[config.mk]
export PLATFORM = sky130hd
export DESIGN_NAME = prom_io_bus_ctrl
export DESIGN_NICKNAME = d
export VERILOG_FILES = /design/src/rtl/prom_io_pkg.sv /design/src/rtl/prom_io_cfg_reg.sv /design/src/rtl/prom_io_rdy_sync.sv /design/src/rtl/prom_io_seq.sv /design/src/rtl/prom_io_bus_ctrl.sv
export SDC_FILE = /design/constraint.sdc
export NUM_CORES = 1
export LEC_CHECK = 0
export CORE_AREA = 2 2 126 128
export DETAILED_ROUTE_END_ITERATION = 10
export DIE_AREA = 0 0 128 130
export PLACE_DENSITY = 0.8
export SLEW_MARGIN = 15
export SYNTH_ARGS = -nofsm -noshare
export SYNTH_HDL_FRONTEND = slang
export SYNTH_SLANG_ARGS = --single-unit
[constraint.sdc]
create_clock -name clk_i -period 2.5 [get_ports clk_i]
set_input_delay 0.5 -clock clk_i [delete_from_list [all_inputs] [get_ports clk_i]]
set_output_delay 0.5 -clock clk_i [all_outputs]
set_load 0.01 [all_outputs]
[src/rtl/prom_io_pkg.sv]
package prom_io_pkg;

  typedef struct packed {
    logic [9:0] rsvd;
    logic       bexc_en;
    logic       async_rdy;
    logic       io_rdy_en;
    logic       io_en;
    logic [1:0] io_width;
    logic [3:0] io_ws;
    logic       prom_rdy_en;
    logic       prom_wr_en;
    logic [1:0] prom_width;
    logic [3:0] prom_wr_ws;
    logic [3:0] prom_rd_ws;
  } cfg_t;

  localparam logic [1:0]  WIDTH_8   = 2'b00;
  localparam logic [31:0] CFG_RST   = 32'h0000_000F;
  localparam logic [31:0] CFG_WMASK = 32'h003F_FFFF;

  typedef enum logic {ST_IDLE, ST_ACT} seq_st_e;

endpackage

[src/rtl/prom_io_cfg_reg.sv]
module prom_io_cfg_reg
  import prom_io_pkg::*;
(
  input  logic        clk_i,
  input  logic        rst_ni,
  input  logic        we_i,
  input  logic [31:0] wdata_i,
  output cfg_t        cfg_o
);

  logic [31:0] cfg_q;

  always_ff @(posedge clk_i or negedge rst_ni) begin
    if (!rst_ni)   cfg_q <= CFG_RST;
    else if (we_i) cfg_q <= wdata_i & CFG_WMASK;
  end

  assign cfg_o = cfg_t'(cfg_q);

  AST_CFG_HOLD: assert property (@(posedge clk_i) disable iff (!rst_ni)
    !we_i |=> $stable(cfg_q));

endmodule

[src/rtl/prom_io_rdy_sync.sv]
module prom_io_rdy_sync #(
  parameter int STAGES = 2
) (
  input  logic clk_i,
  input  logic rst_ni,
  input  logic brdy_ni,
  input  logic async_i,
  output logic rdy_o
);

  logic [STAGES-1:0] sync_q;

  always_ff @(posedge clk_i or negedge rst_ni) begin
    if (!rst_ni) sync_q <= '0;
    else         sync_q <= {sync_q[STAGES-2:0], ~brdy_ni};
  end

  // direct sampling when the source is clocked, synchronized otherwise
  assign rdy_o = async_i ? sync_q[STAGES-1] : ~brdy_ni;

  generate
    if (STAGES == 2) begin : g_chk2
      AST_SYNC_AGE: assert property (@(posedge clk_i) disable iff (!rst_ni)
        (async_i && rdy_o) |-> $past(!brdy_ni, 2));
    end
  endgenerate

endmodule

[src/rtl/prom_io_seq.sv]
module prom_io_seq
  import prom_io_pkg::*;
#(
  parameter int              ADDR_W    = 32,
  parameter int              DATA_W    = 32,
  parameter int              AREA_W    = 4,
  parameter logic [AREA_W-1:0] PROM_AREA = AREA_W'(0),
  parameter logic [AREA_W-1:0] IO_AREA   = AREA_W'(2)
) (
  input  logic              clk_i,
  input  logic              rst_ni,
  input  cfg_t              cfg_i,
  input  logic              req_i,
  input  logic              req_we_i,
  input  logic [ADDR_W-1:0] req_addr_i,
  input  logic [DATA_W-1:0] req_wdata_i,
  input  logic              rdy_i,
  input  logic              bexc_ni,
  input  logic [DATA_W-1:0] bus_data_i,
  output logic              done_o,
  output logic              err_o,
  output logic [DATA_W-1:0] rdata_o,
  output logic [ADDR_W-1:0] bus_addr_o,
  output logic [DATA_W-1:0] bus_data_o,
  output logic              prom_cs_no,
  output logic              io_cs_no,
  output logic              oe_no,
  output logic              we_no
);

  localparam int BEATS  = DATA_W / 8;
  localparam int BEAT_W = $clog2(BEATS);
  localparam int WS_W   = 5;

  seq_st_e           st_q;
  logic              prom_q, we_q, narrow_q, rdy_need_q, bexc_en_q;
  logic [ADDR_W-1:0] addr_q;
  logic [DATA_W-1:0] wdata_q, rdata_q;
  logic [BEAT_W-1:0] beat_q;
  logic [WS_W-1:0]   cnt_q, ws_q;
  logic              done_q, err_q;

  // request decode
  logic [AREA_W-1:0] area;
  logic              hit_prom, hit_io, blocked, narrow_sel, rdy_sel;
  logic [WS_W-1:0]   ws_sel;

  always_comb begin
    area     = req_addr_i[ADDR_W-1 -: AREA_W];
    hit_prom = (area == PROM_AREA);
    hit_io   = (area == IO_AREA);
    blocked  = !(hit_prom || hit_io)
             || (hit_prom && req_we_i && !cfg_i.prom_wr_en)
             || (hit_io && !cfg_i.io_en);
    if (hit_prom) begin
      ws_sel     = req_we_i ? {cfg_i.prom_wr_ws, 1'b0} : {cfg_i.prom_rd_ws, 1'b0};
      narrow_sel = (cfg_i.prom_width == WIDTH_8);
      rdy_sel    = cfg_i.prom_rdy_en;
    end else begin
      ws_sel     = {1'b0, cfg_i.io_ws};
      narrow_sel = (cfg_i.io_width == WIDTH_8);
      rdy_sel    = cfg_i.io_rdy_en;
    end
  end

  logic act, abort, beat_end, last_beat;
  assign act       = (st_q == ST_ACT);
  assign abort     = bexc_en_q && !bexc_ni;
  assign beat_end  = (cnt_q == '0) && (!rdy_need_q || rdy_i);
  assign last_beat = !narrow_q || (beat_q == BEAT_W'(BEATS - 1));

  always_ff @(posedge clk_i or negedge rst_ni) begin
    if (!rst_ni) begin
      st_q       <= ST_IDLE;
      prom_q     <= 1'b0;
      we_q       <= 1'b0;
      narrow_q   <= 1'b0;
      rdy_need_q <= 1'b0;
      bexc_en_q  <= 1'b0;
      addr_q     <= '0;
      wdata_q    <= '0;
      rdata_q    <= '0;
      beat_q     <= '0;
      cnt_q      <= '0;
      ws_q       <= '0;
      done_q     <= 1'b0;
      err_q      <= 1'b0;
    end else begin
      done_q <= 1'b0;
      err_q  <= 1'b0;
      unique case (st_q)
        ST_IDLE: begin
          if (req_i) begin
            if (blocked) begin
              err_q <= 1'b1;
            end else begin
              st_q       <= ST_ACT;
              prom_q     <= hit_prom;
              we_q       <= req_we_i;
              addr_q     <= req_addr_i;
              wdata_q    <= req_wdata_i;
              ws_q       <= ws_sel;
              cnt_q      <= ws_sel;
              narrow_q   <= narrow_sel;
              rdy_need_q <= rdy_sel;
              bexc_en_q  <= cfg_i.bexc_en;
              beat_q     <= '0;
            end
          end
        end
        ST_ACT: begin
          if (abort) begin
            err_q <= 1'b1;
            st_q  <= ST_IDLE;
          end else if (cnt_q != '0) begin
            cnt_q <= cnt_q - 1'b1;
          end else if (beat_end) begin
            if (narrow_q) rdata_q <= {rdata_q[DATA_W-9:0], bus_data_i[7:0]};
            else          rdata_q <= bus_data_i;
            if (last_beat) begin
              done_q <= 1'b1;
              st_q   <= ST_IDLE;
            end else begin
              beat_q <= beat_q + 1'b1;
              cnt_q  <= ws_q;
            end
          end
        end
        default: st_q <= ST_IDLE;
      endcase
    end
  end

  // external side
  logic [DATA_W-1:0] wshift;
  assign wshift     = wdata_q << {beat_q, 3'b000};
  assign bus_addr_o = narrow_q ? {addr_q[ADDR_W-1:BEAT_W], beat_q} : addr_q;
  assign bus_data_o = narrow_q ? {{(DATA_W-8){1'b0}}, wshift[DATA_W-1 -: 8]} : wdata_q;
  assign prom_cs_no = !(act && prom_q);
  assign io_cs_no   = !(act && !prom_q);
  assign oe_no      = !(act && !we_q);
  assign we_no      = !(act && we_q);
  assign done_o     = done_q;
  assign err_o      = err_q;
  assign rdata_o    = rdata_q;

  logic unused_cfg;
  assign unused_cfg = ^{cfg_i.rsvd, cfg_i.async_rdy};

  AST_WAIT_HOLD: assert property (@(posedge clk_i) disable iff (!rst_ni)
    (act && cnt_q != '0 && !abort) |=> (act && !done_o));
  AST_DONE_PULSE: assert property (@(posedge clk_i) disable iff (!rst_ni)
    done_o |=> !done_o);
  AST_BLOCK_NO_STROBE: assert property (@(posedge clk_i) disable iff (!rst_ni)
    (!act && req_i && blocked) |=> (err_o && prom_cs_no && io_cs_no));
  AST_PROM_WR_PROT: assert property (@(posedge clk_i) disable iff (!rst_ni)
    (!we_no && !prom_cs_no) |-> cfg_i.prom_wr_en);
  AST_IO_PROT: assert property (@(posedge clk_i) disable iff (!rst_ni)
    !io_cs_no |-> cfg_i.io_en);
  AST_RDY_HOLD: assert property (@(posedge clk_i) disable iff (!rst_ni)
    (act && cnt_q == '0 && rdy_need_q && !rdy_i && !abort) |=> (act && !done_o));
  AST_BEXC_ABORT: assert property (@(posedge clk_i) disable iff (!rst_ni)
    (act && abort) |=> (err_o && !done_o && prom_cs_no && io_cs_no));

endmodule

[src/rtl/prom_io_bus_ctrl.sv]
module prom_io_bus_ctrl
  import prom_io_pkg::*;
#(
  parameter int                ADDR_W      = 32,
  parameter int                DATA_W      = 32,
  parameter int                AREA_W      = 4,
  parameter logic [AREA_W-1:0] PROM_AREA   = AREA_W'(0),
  parameter logic [AREA_W-1:0] IO_AREA     = AREA_W'(2),
  parameter int                SYNC_STAGES = 2
) (
  input  logic              clk_i,
  input  logic              rst_ni,
  input  logic              cfg_we_i,
  input  logic [31:0]       cfg_wdata_i,
  output logic [31:0]       cfg_rdata_o,
  input  logic              req_i,
  input  logic              req_we_i,
  input  logic [ADDR_W-1:0] req_addr_i,
  input  logic [DATA_W-1:0] req_wdata_i,
  output logic              done_o,
  output logic              err_o,
  output logic [DATA_W-1:0] rdata_o,
  output logic [ADDR_W-1:0] bus_addr_o,
  output logic [DATA_W-1:0] bus_data_o,
  input  logic [DATA_W-1:0] bus_data_i,
  output logic              prom_cs_no,
  output logic              io_cs_no,
  output logic              oe_no,
  output logic              we_no,
  input  logic              brdy_ni,
  input  logic              bexc_ni
);

  cfg_t cfg;
  logic rdy;

  prom_io_cfg_reg u_cfg (
    .clk_i   (clk_i),
    .rst_ni  (rst_ni),
    .we_i    (cfg_we_i),
    .wdata_i (cfg_wdata_i),
    .cfg_o   (cfg)
  );

  assign cfg_rdata_o = cfg;

  prom_io_rdy_sync #(.STAGES(SYNC_STAGES)) u_rdy (
    .clk_i   (clk_i),
    .rst_ni  (rst_ni),
    .brdy_ni (brdy_ni),
    .async_i (cfg.async_rdy),
    .rdy_o   (rdy)
  );

  prom_io_seq #(
    .ADDR_W    (ADDR_W),
    .DATA_W    (DATA_W),
    .AREA_W    (AREA_W),
    .PROM_AREA (PROM_AREA),
    .IO_AREA   (IO_AREA)
  ) u_seq (
    .clk_i       (clk_i),
    .rst_ni      (rst_ni),
    .cfg_i       (cfg),
    .req_i       (req_i),
    .req_we_i    (req_we_i),
    .req_addr_i  (req_addr_i),
    .req_wdata_i (req_wdata_i),
    .rdy_i       (rdy),
    .bexc_ni     (bexc_ni),
    .bus_data_i  (bus_data_i),
    .done_o      (done_o),
    .err_o       (err_o),
    .rdata_o     (rdata_o),
    .bus_addr_o  (bus_addr_o),
    .bus_data_o  (bus_data_o),
    .prom_cs_no  (prom_cs_no),
    .io_cs_no    (io_cs_no),
    .oe_no       (oe_no),
    .we_no       (we_no)
  );

endmodule

# ---- After elaboration in Yosys (flattened, before gate mapping)
# Index checks and enable logic that the tools add are counted.
dict set report totals {
  ff_bits 140
  output_inout_bits 134
  wordCells 107
}
dict set report classes {
  n_addsub 2
  n_eq_ne 10
  n_shift 1
  mux 38
  n_bitwise 5
  n_reduce_logical 35
}
# op count
set op_table {}
lappend op_table {{$mux 32} 2}
lappend op_table {{$mux 5} 8}
lappend op_table {{$shl 32x5->32} 1}
lappend op_table {{$mux 1} 17}
lappend op_table {{$mux 2} 7}
lappend op_table {{$logic_not 1->1} 12}
lappend op_table {{$ne 2x2->1 const B} 6}
lappend op_table {{$pmux 5 s2} 1}
lappend op_table {{$logic_and 1x1->1} 9}
lappend op_table {{$ne 3x3->1 const B} 2}
lappend op_table {{$reduce_and 6->1} 1}
lappend op_table {{$logic_not 5->1} 1}
lappend op_table {{$logic_or 1x1->1} 5}
lappend op_table {{$not 1->1} 5}
lappend op_table {{$reduce_and 5->1} 1}
lappend op_table {{$reduce_bool 5->1} 1}
lappend op_table {{$sub 5x1->5 const B} 1}
lappend op_table {{$eq 4x2->1 const B} 1}
lappend op_table {{$logic_not 2->1} 2}
lappend op_table {{$logic_not 4->1} 1}
lappend op_table {{$pmux 1 s2} 2}
lappend op_table {{$pmux 2 s2} 1}
lappend op_table {{$reduce_and 4->1} 1}
lappend op_table {{$reduce_and 3->1} 1}
lappend op_table {{other kinds (2)} 2}

# ---- Logic depth before layout (Yosys ltp)
dict set report logic_depth {
  depth_word 8
  ltp_mapped 8
}

# ---- Modules after synthesis
# A second synthesis with hierarchy kept.
dict set report unflattened {
  hier_cells 677
  hier_area_um2 6595.1
}
# module n_inst cells_per_inst area_per_inst_um2
set by_module_without_submodules {}
lappend by_module_without_submodules {prom_io_seq 1 615 5627.9}
lappend by_module_without_submodules {prom_io_cfg_reg 1 57 904.6}
lappend by_module_without_submodules {prom_io_rdy_sync 1 5 62.6}

# ---- Worst setup path before layout
# Ideal clock, no wire load.
dict set report synth_path {
  path_kind {reg2out}
  start {register u_seq.beat_q[0]}
  end {output bus_data_o[0]}
  t_arrival_ns 1.331
  required_time_ns 2.000
  path_slack_ns 0.669
  stages_incl_launch_ff 5
  n_path_buf 1
  path_cell_list {dfrtp_1 clkbuf_1 a21boi_0 nor2_1 a21oi_1}
}
dict set report synth_between {
  elab_chain_len 2
}
# item line
set synth_lines {}
lappend synth_lines {{start, declared} prom_io_seq.sv:39} ;# logic [BEAT_W-1:0] beat_q;
lappend synth_lines {{start signal, assigned} prom_io_seq.sv:124} ;# beat_q <= beat_q + 1'b1;
lappend synth_lines {{$shl 32x5->32} prom_io_seq.sv:136} ;# assign wshift = wdata_q << {beat_q, 3'b000};
lappend synth_lines {{$mux 32} prom_io_seq.sv:138} ;# assign bus_data_o = narrow_q ? {{(DATA_W-8){1'b0}}, wshift[DATA_W-1 -: 8]} : wdata_q;
lappend synth_lines {{end, declared} prom_io_bus_ctrl.sv:24} ;# output logic [DATA_W-1:0] bus_data_o,
# No other way between the ends.

# ---- Worst setup path after layout
dict set report layout_path {
  start {register u_seq.beat_q[0]}
  end {output bus_addr_o[0]}
}
dict set report layout_between {
  elab_chain_len 1
}
# item line
set layout_lines {}
lappend layout_lines {{$mux 2} prom_io_seq.sv:137} ;# assign bus_addr_o = narrow_q ? {addr_q[ADDR_W-1:BEAT_W], beat_q} : addr_q;
lappend layout_lines {{end, declared} prom_io_bus_ctrl.sv:23} ;# output logic [ADDR_W-1:0] bus_addr_o,
# No other way between the ends.

==> flow_summary.json <==
{
  "via_per_inst": 4.83,
  "nNetsFinal": 1047,
  "cellLeakagePower_nw": 4.49,
  "switching_share_pct": 33.5,
  "setup_viol": 0,
  "timing.final.ws_setup_ps": 98.7,
  "busiest_layer": "met2",
  "grt_pass1_vias": 5236,
  "outcome": "finished, final reports clean",
  "drt_iter0_markers": 240,
  "area_growth_pct": 47.4,
  "yosysSeqAreaShare_pct": 53.2,
  "critPathSlowestCell": "clkdlybuf4s50_1",
  "final_max_slew_viol_count": 0,
  "r2r_slack_ps": 390,
  "drive_above_1_share_pct": 12.9,
  "h-tree-depth": 4,
  "synth-main-ff-cell": "dfrtp_1",
  "dp_slack_ps": 42.7,
  "start_util_pct": 42.8,
  "skew_ps": 12.2,
  "postRouteAntennaNets": 0,
  "core_area_um2": 15400,
  "crit_required_ps": 2000,
  "finalCriticalPeriod_ps": 2400,
  "crit_family": "buffers and inverters",
  "die_y_um": 130,
  "clkPwrFrac_pct": 23.6,
  "port_buffers": 248,
  "met3_usage_pct": 6.15,
  "comb_power_share_pct": 41.6,
  "cpPeakStageDelay_ps": 520,
  "syn_inst": 681,
  "criticalPathCategory": "flip-flop to output pin",
  "hold_buffers": 0,
  "diodes": 0,
  "clk_latency_ps": 420,
  "crit_path_cell_trace": "buf_2, buf_4, mux2_2, clkdlybuf4s50_1",
  "max_cap_violations": 0,
  "grt_first_pass_wirelength_um": 26800,
  "ys_ff_latch": 140,
  "fillerInstances": 1276,
  "grt_use_total_pct": 20.6,
  "root_buffer": "clkbuf_16",
  "rsz0062_at_grt": "false",
  "power_frac_seq_pct": 34.8,
  "rows": 46,
  "mostFrequentLayoutCells": "clkdlybuf4s50_1 (239), nand2_1 (234), dfrtp_1 (133), mux2_2 (42), o21ai_0 (32)",
  "fin_crit_sh_pct": 96.1,
  "cts_tree": "yes",
  "rr_startpoint": "u_seq.cnt_q[0]",
  "regToRegEndpoint": "u_seq.cnt_q[2]",
  "power_switching_mw": 3.61,
  "place_area_um2": 9080,
  "synth_cell_types": 39,
  "grt_max_degree": 57,
  "syn-cell-area_um2": 6600,
  "finalInstanceArea_um2": 9730,
  "met1_usage_pct": 25.2,
  "totalWireLength_um": 17300,
  "pin_count": 269,
  "worst_pin_slew_ps": 564,
  "cts_buffers": 17,
  "final_util_pct": 63.1,
  "clkTransAtPathRegs_ps": 60,
  "die_x_um": 128,
  "die_area_um2": 16600,
  "critPathArrivalTime_ps": 1900,
  "hold_path.class": "input port to asynchronous set/reset pin",
  "internal_power_mw": 7.16,
  "relSlewSlack_pct": 62.4,
  "cp.buffers_inverters": 3,
  "firstDrtPassIters": 5,
  "synthArstFlopShare_pct": 100,
  "mostFrequentLayoutCell": "clkdlybuf4s50_1",
  "cts.sinks": 140,
  "cts_buffer_depth": 2,
  "syn-mean-instance-area_um2": 9.69,
  "hold_slack_ps": 2.97,
  "yosysWarningCount": 0,
  "gr-total-overflow": 0,
  "synth_edf_count": 0,
  "path_max_fanout": 7,
  "use_met2_pct": 35.0,
  "ir_worst_vdd_mv": 0.509,
  "dpl.hpwl_um": 12500,
  "clock.fmax_mhz": 416,
  "ff2ff_path_depth": 6,
  "wl_per_cell_um": 15.5,
  "startpoint_type": "flip-flop",
  "hold_viol": 0,
  "drc_errors": 0,
  "vias": 5382,
  "place_congestion": 0.792,
  "antenna_found_initial": 0,
  "power_density_nw_per_um2": 1110,
  "cp-end-kind": "output pin"
}
## cell usage after synthesis, types with 2 or more instances
cell | count | share of area (%)
mux2_2 | 42 | 7.2
inv_1 | 10 | 0.57
nor2_1 | 15 | 0.85
clkbuf_1 | 11 | 0.63
nand2b_1 | 8 | 0.76
nor3_1 | 4 | 0.30
ha_1 | 2 | 0.38
o21ai_1 | 4 | 0.30
a21oi_1 | 17 | 1.3
dfstp_2 | 4 | 1.6
buf_2 | 15 | 1.1
mux2i_1 | 29 | 4.4
nand2_1 | 234 | 13
buf_1 | 2 | 0.11
buf_4 | 48 | 5.5
o21ai_0 | 32 | 2.4
dfrtp_1 | 136 | 52
o211ai_1 | 4 | 0.45
nor2b_1 | 30 | 2.8
o22ai_1 | 14 | 1.3
nand3_1 | 2 | 0.15
## layer usage
layer | part of all wire [%] | routed length (µm) | vias up
met3 | 5.8 | 1000 | 23
met2 | 50 | 8700 | 176
met4 | 1.7 | 298 | 0
met5 | 0 | 0 | -
met1 | 42 | 7330 | 2540
li1 | - | - | 2643
## worst max-delay path by stage
stage                     from  slack (ps)  depth (start not counted)          endpoint
2_1_floorplan  u_seq.beat_q[0]         670                          4     bus_data_o[0]
3_3_place_gp    req_addr_i[28]          60                          7  u_seq.rdy_need_q
3_5_place_dp    req_addr_i[28]          40                          7  u_seq.rdy_need_q
4_1_cts        u_seq.beat_q[0]         -50                          5     bus_data_o[4]
5_1_grt        u_seq.beat_q[0]          40                          4     bus_addr_o[0]
6_report       u_seq.beat_q[0]         100                          4     bus_addr_o[0]
## final cells by class
| type | count | area, µm² | share of cell area (%) |
|---|---|---|---|
| clock buffers | 21 | 450 | 4.63 |
| clock inverters | 11 | 145 | 1.49 |
| inverters | 10 | 37.5 | 0.386 |
| repair buffers | 277 | 2730 | 28.0 |
| multi-input cells | 464 | 2620 | 26.9 |
| well taps | 192 | 240 | 2.47 |
| flip-flops and latches | 140 | 3510 | 36.1 |
## state kept, by name (all words and copies together) (netlist names), 2 cells and up
name / flops
u_seq.cnt_q: 5
u_seq.ws_q: 5
u_seq.beat_q: 2
u_rdy.sync_q: 2
u_seq.addr_q: 32
u_seq.wdata_q: 32
u_cfg.cfg_o: 22
u_seq.rdata_o: 32
## power groups by stage
stage          clock network [mW]  registers, mW  logic, mW
2_1_floorplan                   0           3.70       2.45
6_report                     2.54           3.75       4.48
4_1_cts                      2.59           3.75       4.50
3_3_place_gp                    0           3.76       4.39
3_5_place_dp                    0           3.80       4.46
5_1_grt                      2.71           3.86       4.86
## cells by family (layout without fill, tap and decap cells)
logic type | after synthesis | after routing | share of synthesized area, %
other cells | 1 | 10 | 0.0568
flops | 140 | 140 | 53.2
mux | 71 | 71 | 11.6
fa+ha+maj | 2 | 2 | 0.379
buf+inv | 86 | 319 | 7.91
compound gates | 80 | 80 | 7.24
simple gates | 301 | 301 | 19.7
## stage by stage
| stage | power [mW] | setup TNS (ps) | instances |
|---|---|---|---|
| 6_report | 10.8 | 0 | 1115 |
| 5_1_grt | 11.4 | 0 | 1115 |
| 4_1_cts | 10.8 | -50.9 | 1112 |
| 3_5_place_dp | 8.26 | 0 | 1078 |
| 3_3_place_gp | 8.14 | 0 | 1078 |
| 2_1_floorplan | 6.15 | 0 | 690 |
## timing repair
| item | 4_1_cts | 5_1_grt |
|---|---|---|
| cloned | 0 | 0 |
| endpoints found under the setup margin | 8 | 3 |
| resized for setup | 8 | 4 |
| setup buffers | 2 | 3 |
## worst reg2reg max path, stage by stage (launching register included)
cell	delay, ps
dfrtp_1	390
inv_1	120
ha_1	210
nor4b_4	430
nand2_1	170
o22ai_1	460
o211ai_1	180
(Power assumes the default switching activity.)
